--- src/rtl/lrmw_pkg.sv ---
package lrmw_pkg;
    typedef enum logic [1:0] {FN_AND, FN_OR, FN_XOR} fn_e;
    typedef enum logic [1:0] {SZ_REG, SZ_WORD, SZ_HALF, SZ_BYTE} sz_e;
    typedef enum logic [2:0] {ST_IDLE, ST_READ, ST_WRITE, ST_FIN, ST_ILL} st_e;
    localparam int DW = 32;
    localparam int BW = DW / 8;
endpackage

--- src/rtl/lrmw_decode.sv ---
module lrmw_decode
    import lrmw_pkg::*;
(
    input  logic [7:0] opcode_i,
    output logic       legal_o,
    output fn_e        fn_o,
    output sz_e        sz_o
);
    logic form_ok;

    always_comb begin
        form_ok = 1'b1;
        sz_o    = SZ_REG;
        case (opcode_i[2:0])
            3'd2:    sz_o = SZ_REG;
            3'd4:    sz_o = SZ_WORD;
            3'd5:    sz_o = SZ_HALF;
            3'd6:    sz_o = SZ_BYTE;
            default: form_ok = 1'b0;
        endcase

        fn_o    = FN_AND;
        legal_o = 1'b0;
        case (opcode_i[7:4])
            4'h8: begin
                fn_o    = FN_AND;
                legal_o = form_ok && !opcode_i[3];
            end
            4'h9: begin
                fn_o    = opcode_i[3] ? FN_XOR : FN_OR;
                legal_o = form_ok;
            end
            default: legal_o = 1'b0;
        endcase
    end
endmodule

--- src/rtl/lrmw_alu.sv ---
module lrmw_alu
    import lrmw_pkg::*;
(
    input  fn_e           fn_i,
    input  sz_e           sz_i,
    input  logic [DW-1:0] a_i,
    input  logic [DW-1:0] b_i,
    input  logic [1:0]    lane_i,
    output logic [DW-1:0] res_o,
    output logic          n_o,
    output logic          z_o,
    output logic [DW-1:0] wdata_o,
    output logic [BW-1:0] be_o
);
    logic [DW-1:0] mask;
    logic [DW-1:0] b_sh;
    logic [DW-1:0] opa;
    logic [DW-1:0] opb;

    always_comb begin
        case (sz_i)
            SZ_BYTE: begin
                mask = 32'h0000_00FF;
                b_sh = b_i >> {lane_i, 3'b000};
            end
            SZ_HALF: begin
                mask = 32'h0000_FFFF;
                b_sh = b_i >> {lane_i[1], 4'b0000};
            end
            default: begin
                mask = '1;
                b_sh = b_i;
            end
        endcase

        opa = a_i & mask;
        opb = b_sh & mask;

        case (fn_i)
            FN_AND:  res_o = opa & opb;
            FN_OR:   res_o = opa | opb;
            default: res_o = opa ^ opb;
        endcase

        z_o = (res_o == '0);

        case (sz_i)
            SZ_BYTE: begin
                n_o     = res_o[7];
                wdata_o = {4{res_o[7:0]}};
                be_o    = 4'b0001 << lane_i;
            end
            SZ_HALF: begin
                n_o     = res_o[15];
                wdata_o = {2{res_o[15:0]}};
                be_o    = lane_i[1] ? 4'b1100 : 4'b0011;
            end
            default: begin
                n_o     = res_o[DW-1];
                wdata_o = res_o;
                be_o    = '1;
            end
        endcase
    end
endmodule

--- src/rtl/logic_rmw_unit.sv ---
module logic_rmw_unit
    import lrmw_pkg::*;
#(
    parameter int AW = 32
) (
    input  logic          clk,
    input  logic          rst_n,
    input  logic          issue_i,
    input  logic [7:0]    opcode_i,
    input  logic [31:0]   src_i,
    input  logic [31:0]   dst_i,
    input  logic [3:0]    flags_i,
    output logic          busy_o,
    output logic          done_o,
    output logic          illegal_o,
    output logic          reg_we_o,
    output logic [31:0]   reg_wdata_o,
    output logic          flags_we_o,
    output logic [3:0]    flags_o,
    output logic          mem_req_o,
    output logic          mem_we_o,
    output logic [AW-1:0] mem_addr_o,
    output logic [3:0]    mem_be_o,
    output logic [31:0]   mem_wdata_o,
    input  logic [31:0]   mem_rdata_i,
    input  logic          mem_ready_i
);
    typedef struct packed {
        st_e           st;
        fn_e           fn;
        sz_e           sz;
        logic [DW-1:0] src;
        logic [AW-1:0] addr;
        logic [DW-1:0] res;
        logic [DW-1:0] wdata;
        logic [BW-1:0] be;
        logic          n;
        logic          z;
        logic          v;
        logic          c;
    } ctx_t;

    ctx_t ctx_d, ctx_q;

    logic          dec_legal;
    fn_e           dec_fn;
    sz_e           dec_sz;
    fn_e           alu_fn;
    sz_e           alu_sz;
    logic [DW-1:0] alu_a;
    logic [DW-1:0] alu_b;
    logic [1:0]    alu_lane;
    logic [DW-1:0] alu_res;
    logic [DW-1:0] alu_wdata;
    logic [BW-1:0] alu_be;
    logic          alu_n;
    logic          alu_z;

    lrmw_decode u_decode (
        .opcode_i (opcode_i),
        .legal_o  (dec_legal),
        .fn_o     (dec_fn),
        .sz_o     (dec_sz)
    );

    // When idle the ALU sees the incoming operands (register form);
    // afterwards it sees the stored context and the read data.
    always_comb begin
        if (ctx_q.st == ST_IDLE) begin
            alu_fn   = dec_fn;
            alu_sz   = dec_sz;
            alu_a    = src_i;
            alu_b    = dst_i;
            alu_lane = dst_i[1:0];
        end else begin
            alu_fn   = ctx_q.fn;
            alu_sz   = ctx_q.sz;
            alu_a    = ctx_q.src;
            alu_b    = mem_rdata_i;
            alu_lane = ctx_q.addr[1:0];
        end
    end

    lrmw_alu u_alu (
        .fn_i    (alu_fn),
        .sz_i    (alu_sz),
        .a_i     (alu_a),
        .b_i     (alu_b),
        .lane_i  (alu_lane),
        .res_o   (alu_res),
        .n_o     (alu_n),
        .z_o     (alu_z),
        .wdata_o (alu_wdata),
        .be_o    (alu_be)
    );

    always_comb begin
        ctx_d = ctx_q;
        case (ctx_q.st)
            ST_IDLE: begin
                if (issue_i) begin
                    if (!dec_legal) begin
                        ctx_d.st = ST_ILL;
                    end else begin
                        ctx_d.fn   = dec_fn;
                        ctx_d.sz   = dec_sz;
                        ctx_d.src  = src_i;
                        ctx_d.addr = dst_i[AW-1:0];
                        ctx_d.v    = flags_i[1];
                        ctx_d.c    = flags_i[0];
                        if (dec_sz == SZ_REG) begin
                            ctx_d.res = alu_res;
                            ctx_d.n   = alu_n;
                            ctx_d.z   = alu_z;
                            ctx_d.st  = ST_FIN;
                        end else begin
                            ctx_d.st  = ST_READ;
                        end
                    end
                end
            end
            ST_READ: begin
                if (mem_ready_i) begin
                    ctx_d.res   = alu_res;
                    ctx_d.wdata = alu_wdata;
                    ctx_d.be    = alu_be;
                    ctx_d.n     = alu_n;
                    ctx_d.z     = alu_z;
                    ctx_d.st    = ST_WRITE;
                end
            end
            ST_WRITE: begin
                if (mem_ready_i) begin
                    ctx_d.st = ST_FIN;
                end
            end
            default: ctx_d.st = ST_IDLE;
        endcase
    end

    always_ff @(posedge clk) begin
        if (!rst_n) begin
            ctx_q <= '0;
        end else begin
            ctx_q <= ctx_d;
        end
    end

    assign busy_o      = (ctx_q.st != ST_IDLE);
    assign done_o      = (ctx_q.st == ST_FIN);
    assign illegal_o   = (ctx_q.st == ST_ILL);
    assign reg_we_o    = done_o && (ctx_q.sz == SZ_REG);
    assign reg_wdata_o = ctx_q.res;
    assign flags_we_o  = done_o;
    assign flags_o     = {ctx_q.n, ctx_q.z, ctx_q.v, ctx_q.c};
    assign mem_req_o   = (ctx_q.st == ST_READ) || (ctx_q.st == ST_WRITE);
    assign mem_we_o    = (ctx_q.st == ST_WRITE);
    assign mem_addr_o  = {ctx_q.addr[AW-1:2], 2'b00};
    assign mem_be_o    = mem_we_o ? ctx_q.be : '1;
    assign mem_wdata_o = ctx_q.wdata;
endmodule

--- config.mk ---
export PLATFORM = sky130hd
export DESIGN_NAME = logic_rmw_unit
export DESIGN_NICKNAME = d
export VERILOG_FILES = /design/src/rtl/lrmw_pkg.sv /design/src/rtl/lrmw_decode.sv /design/src/rtl/lrmw_alu.sv /design/src/rtl/logic_rmw_unit.sv
export SDC_FILE = /design/constraint.sdc
export NUM_CORES = 1
export LEC_CHECK = 0
export BUFFER_PORTS_ARGS = -buffer_cell sky130_fd_sc_hd__buf_2
export CAP_MARGIN = 20
export CORE_MARGIN = 8
export CORE_UTILIZATION = 50
export CTS_BUF_LIST = sky130_fd_sc_hd__clkbuf_16
export DETAILED_ROUTE_END_ITERATION = 16
export PLACE_DENSITY = 0.83
export REMOVE_ABC_BUFFERS = 1
export SETUP_SLACK_MARGIN = 0.3
export SYNTH_ARGS = -nofsm -noshare
export SYNTH_HDL_FRONTEND = slang
export SYNTH_SLANG_ARGS = --single-unit
--- constraint.sdc ---
create_clock -name clk -period 5.8 [get_ports clk]
set_clock_uncertainty 0.15 [all_clocks]
set_input_delay 0.58 -clock clk [delete_from_list [all_inputs] [get_ports clk]]
set_output_delay 0.58 -clock clk [all_outputs]
set_load 0.05 [all_outputs]
==> flow_summary.json <==
{
  "finalHoldWorstSlack_ns": 0.254,
  "critPathKind": "flop to flop",
  "hold_viol_final": 0,
  "first_pass_iters": 5,
  "synthMuxAreaShare": 0.0802,
  "totalWireLength_um": 27500,
  "yosysUniqueCellTypes": 60,
  "grt_antenna_before_repair": 2,
  "cp.arrival_ns": 5.04,
  "synthXorXnorAreaFrac": 0.000907,
  "cell_internal_pwr_uw": 1820,
  "first_iter_violations": 688,
  "cts.sinks": 143,
  "p_per_area_nw_per_um2": 252,
  "drv_cap": 0,
  "pwr-share-seq": 0.374,
  "sw_frac_of_total": 0.324,
  "period_needed_ns": 4.83,
  "dpl.hpwl_um": 19800,
  "p_switching_uw": 874,
  "yosysWarnings": 0,
  "yosysTopAreaCell": "dfxtp_1",
  "initial_utilization": 0.503,
  "gr-usage-all-layers": 0.228,
  "synth_simple_gate_area_frac": 0.183,
  "post_cts_buffers": 0,
  "r2r-start": "ctx_q[140]",
  "cts_tree": "yes",
  "setup_violations": 0,
  "setup_slack_ns": 0.971,
  "synthFlopType": "dfxtp_1",
  "outcome": "complete, no violations",
  "viasPerCell": 5.39,
  "cts.repair.resized": 0,
  "min_delay_path_depth": 3,
  "syn_area_per_cell_um2": 7.91,
  "core-area_um2": 19200,
  "syn_inst": 1221,
  "cts_root_buf": "clkbuf_16",
  "grt_setup_unrepaired": "false",
  "postLayoutCoreUtil": 0.557,
  "grt_pass1_vias": 8231,
  "critPathRequiredTime_ns": 6.01,
  "cts_buffers": 17,
  "path_clk_slew_ns": 0.06,
  "ioPinCount": 223,
  "die_h_um": 155,
  "nets": 1473,
  "fin_crit_sh": 0.833,
  "postSynth.asyncResetShare": 0,
  "hold_buffers": 0,
  "overflow": 0,
  "grt_pass1_wl_um": 43600,
  "min_path_type": "input pin to flop",
  "synth_top_area_frac": 0.296,
  "drc": 0,
  "synth_top_family_by_area": "compound AO/OA/AOI/OAI gates",
  "synthAdderAreaFrac": 0.0829,
  "pwr-share-clk": 0.384,
  "min_from": "issue_i",
  "cts_max_path_buffers": 2,
  "synth_edf_count": 0,
  "rr_worst_depth": 15,
  "met2_usage": 0.378,
  "area_growth_pct": 10.9,
  "drive_above_1_share": 0.221,
  "start_kind": "flop",
  "num_rows": 51,
  "fp.dieW_um": 155,
  "crit_fanout": 19,
  "gp_congestion": 0.860,
  "final_antenna_net_count": 0,
  "synth_compound_gate_area_share": 0.214,
  "yosysSeqAreaShare": 0.296,
  "grt_start_max_net_pins": 89,
  "most-common-layout-cells": "251 x nand2_1, 217 x buf_2, 143 x dfxtp_1, 86 x a21boi_0",
  "htreeDepth": 4,
  "power_leakage_uw": 0.00538,
  "grt-busiest-layer": "met2",
  "dieArea_um2": 24000,
  "use_met1": 0.270,
  "relSlewSlack": 0.309,
  "post_drt_wl_per_cell_um": 17.4,
  "portBuffers": 218,
  "synth.area.top_cells": "dfxtp_1 30%, nand2_1 9.8%, ha_1 8.3%",
  "combPwrFrac": 0.241,
  "worstMarginPinSlew_ns": 1.04,
  "grt_use_met3": 0.0696,
  "synth_area_um2": 9660,
  "maxSlewViolCount": 0,
  "insertion_delay_ns": 0.42,
  "fmax_mhz": 207,
  "r2r_slack_ns": 0.97,
  "synth_seq_cells": 143,
  "ir_worst_vdd_mv": 0.208,
  "r2r_end": "flags_o[2]",
  "num_vias": 8489,
  "dpl_worst_slack_ns": 1.04,
  "hold_end": "ctx_q[142]",
  "mostFrequentLayoutCell": "nand2_1",
  "cp-end-kind": "flop"
}
==> synth_stat cells (12+ instances only) <==
| library cell | n |
|---|---|
| a22oi_1 | 18 |
| a21boi_0 | 86 |
| mux2i_1 | 74 |
| ha_1 | 64 |
| nand3_1 | 14 |
| dfxtp_1 | 143 |
| o211a_1 | 34 |
| nand2b_1 | 27 |
| a21oi_1 | 36 |
| nand2_1 | 253 |
| o22ai_1 | 13 |
| buf_2 | 12 |
| clkbuf_1 | 57 |
| buf_4 | 101 |
| nor2_1 | 58 |
| and2_1 | 15 |
| o21ai_0 | 26 |
| inv_1 | 72 |
==> power by group through the flow <==
stage                     combinational (µW)  clock [µW]  sequential, µW
after CTS                                649        1050            1010
after floorplan                          398           0            1070
after detailed placement                 645           0            1030
final                                    652        1040            1010
after global routing                     720        1100            1010
after global placement                   623           0            1030
==> worst max-delay path by stage <==
| stage | from | to |
|---|---|---|
| floorplan | ctx_q[140] | flags_o[2] |
| global placement | ctx_q[140] | flags_o[2] |
| detailed placement | ctx_q[140] | flags_o[2] |
| CTS | ctx_q[140] | flags_o[2] |
| global route | ctx_q[140] | flags_o[2] |
| finish | ctx_q[140] | flags_o[2] |
==> metal layers <==
metal,wire [µm],part of all wire
met4,837,0.030
met3,2320,0.084
met1,11200,0.41
met2,13100,0.48
met5,0,0
==> cell type report <==
class,count,area [µm²]
flip-flops and latches,143,2860
repair buffers,237,1240
inverters,73,274
well taps,265,332
fillers,1753,8500
multi-input cells,825,5450
diodes,2,5.00
clock inverters,14,120
clock buffers,17,425
==> critical path: stages, from the launching register on <==
cell	delay, ns
dfxtp_1	0.66
nor3_4	0.11
inv_2	0.09
buf_4	0.27
o21a_1	0.17
buf_4	0.25
a21oi_1	0.11
buf_4	0.21
o21ai_1	0.69
a22oi_1	0.21
ha_1	0.25
o21a_1	0.18
a22oi_1	0.61
nand4_1	0.14
or4_1	0.52
o21ai_1	0.13
==> state kept, by name (all words and copies together), names as in the netlist <==
register / flops
ctx_q: 45
flags_o: 4
mem_addr_o: 30
mem_wdata_o: 32
reg_wdata_o: 32
==> stage by stage <==
stage	cells	total power (µW)	instance area (µm²)	setup TNS (ns)
4_1_cts	1574	2710	10700	0
3_3_place_gp	1543	1650	10200	0
3_5_place_dp	1543	1680	10200	0
5_1_grt	1576	2830	10700	0
2_1_floorplan	1041	1470	8560	-126.67
6_report	1576	2700	10700	0
==> kinds of logic after synthesis <==
family / after synthesis
compound gates: 281
xor+xnor: 1
fa+ha+maj: 64
buf+inv: 254
flops: 143
mux: 76
other cells: 1
simple gates: 401
Note: power is estimated with default switching activity, not from simulation.
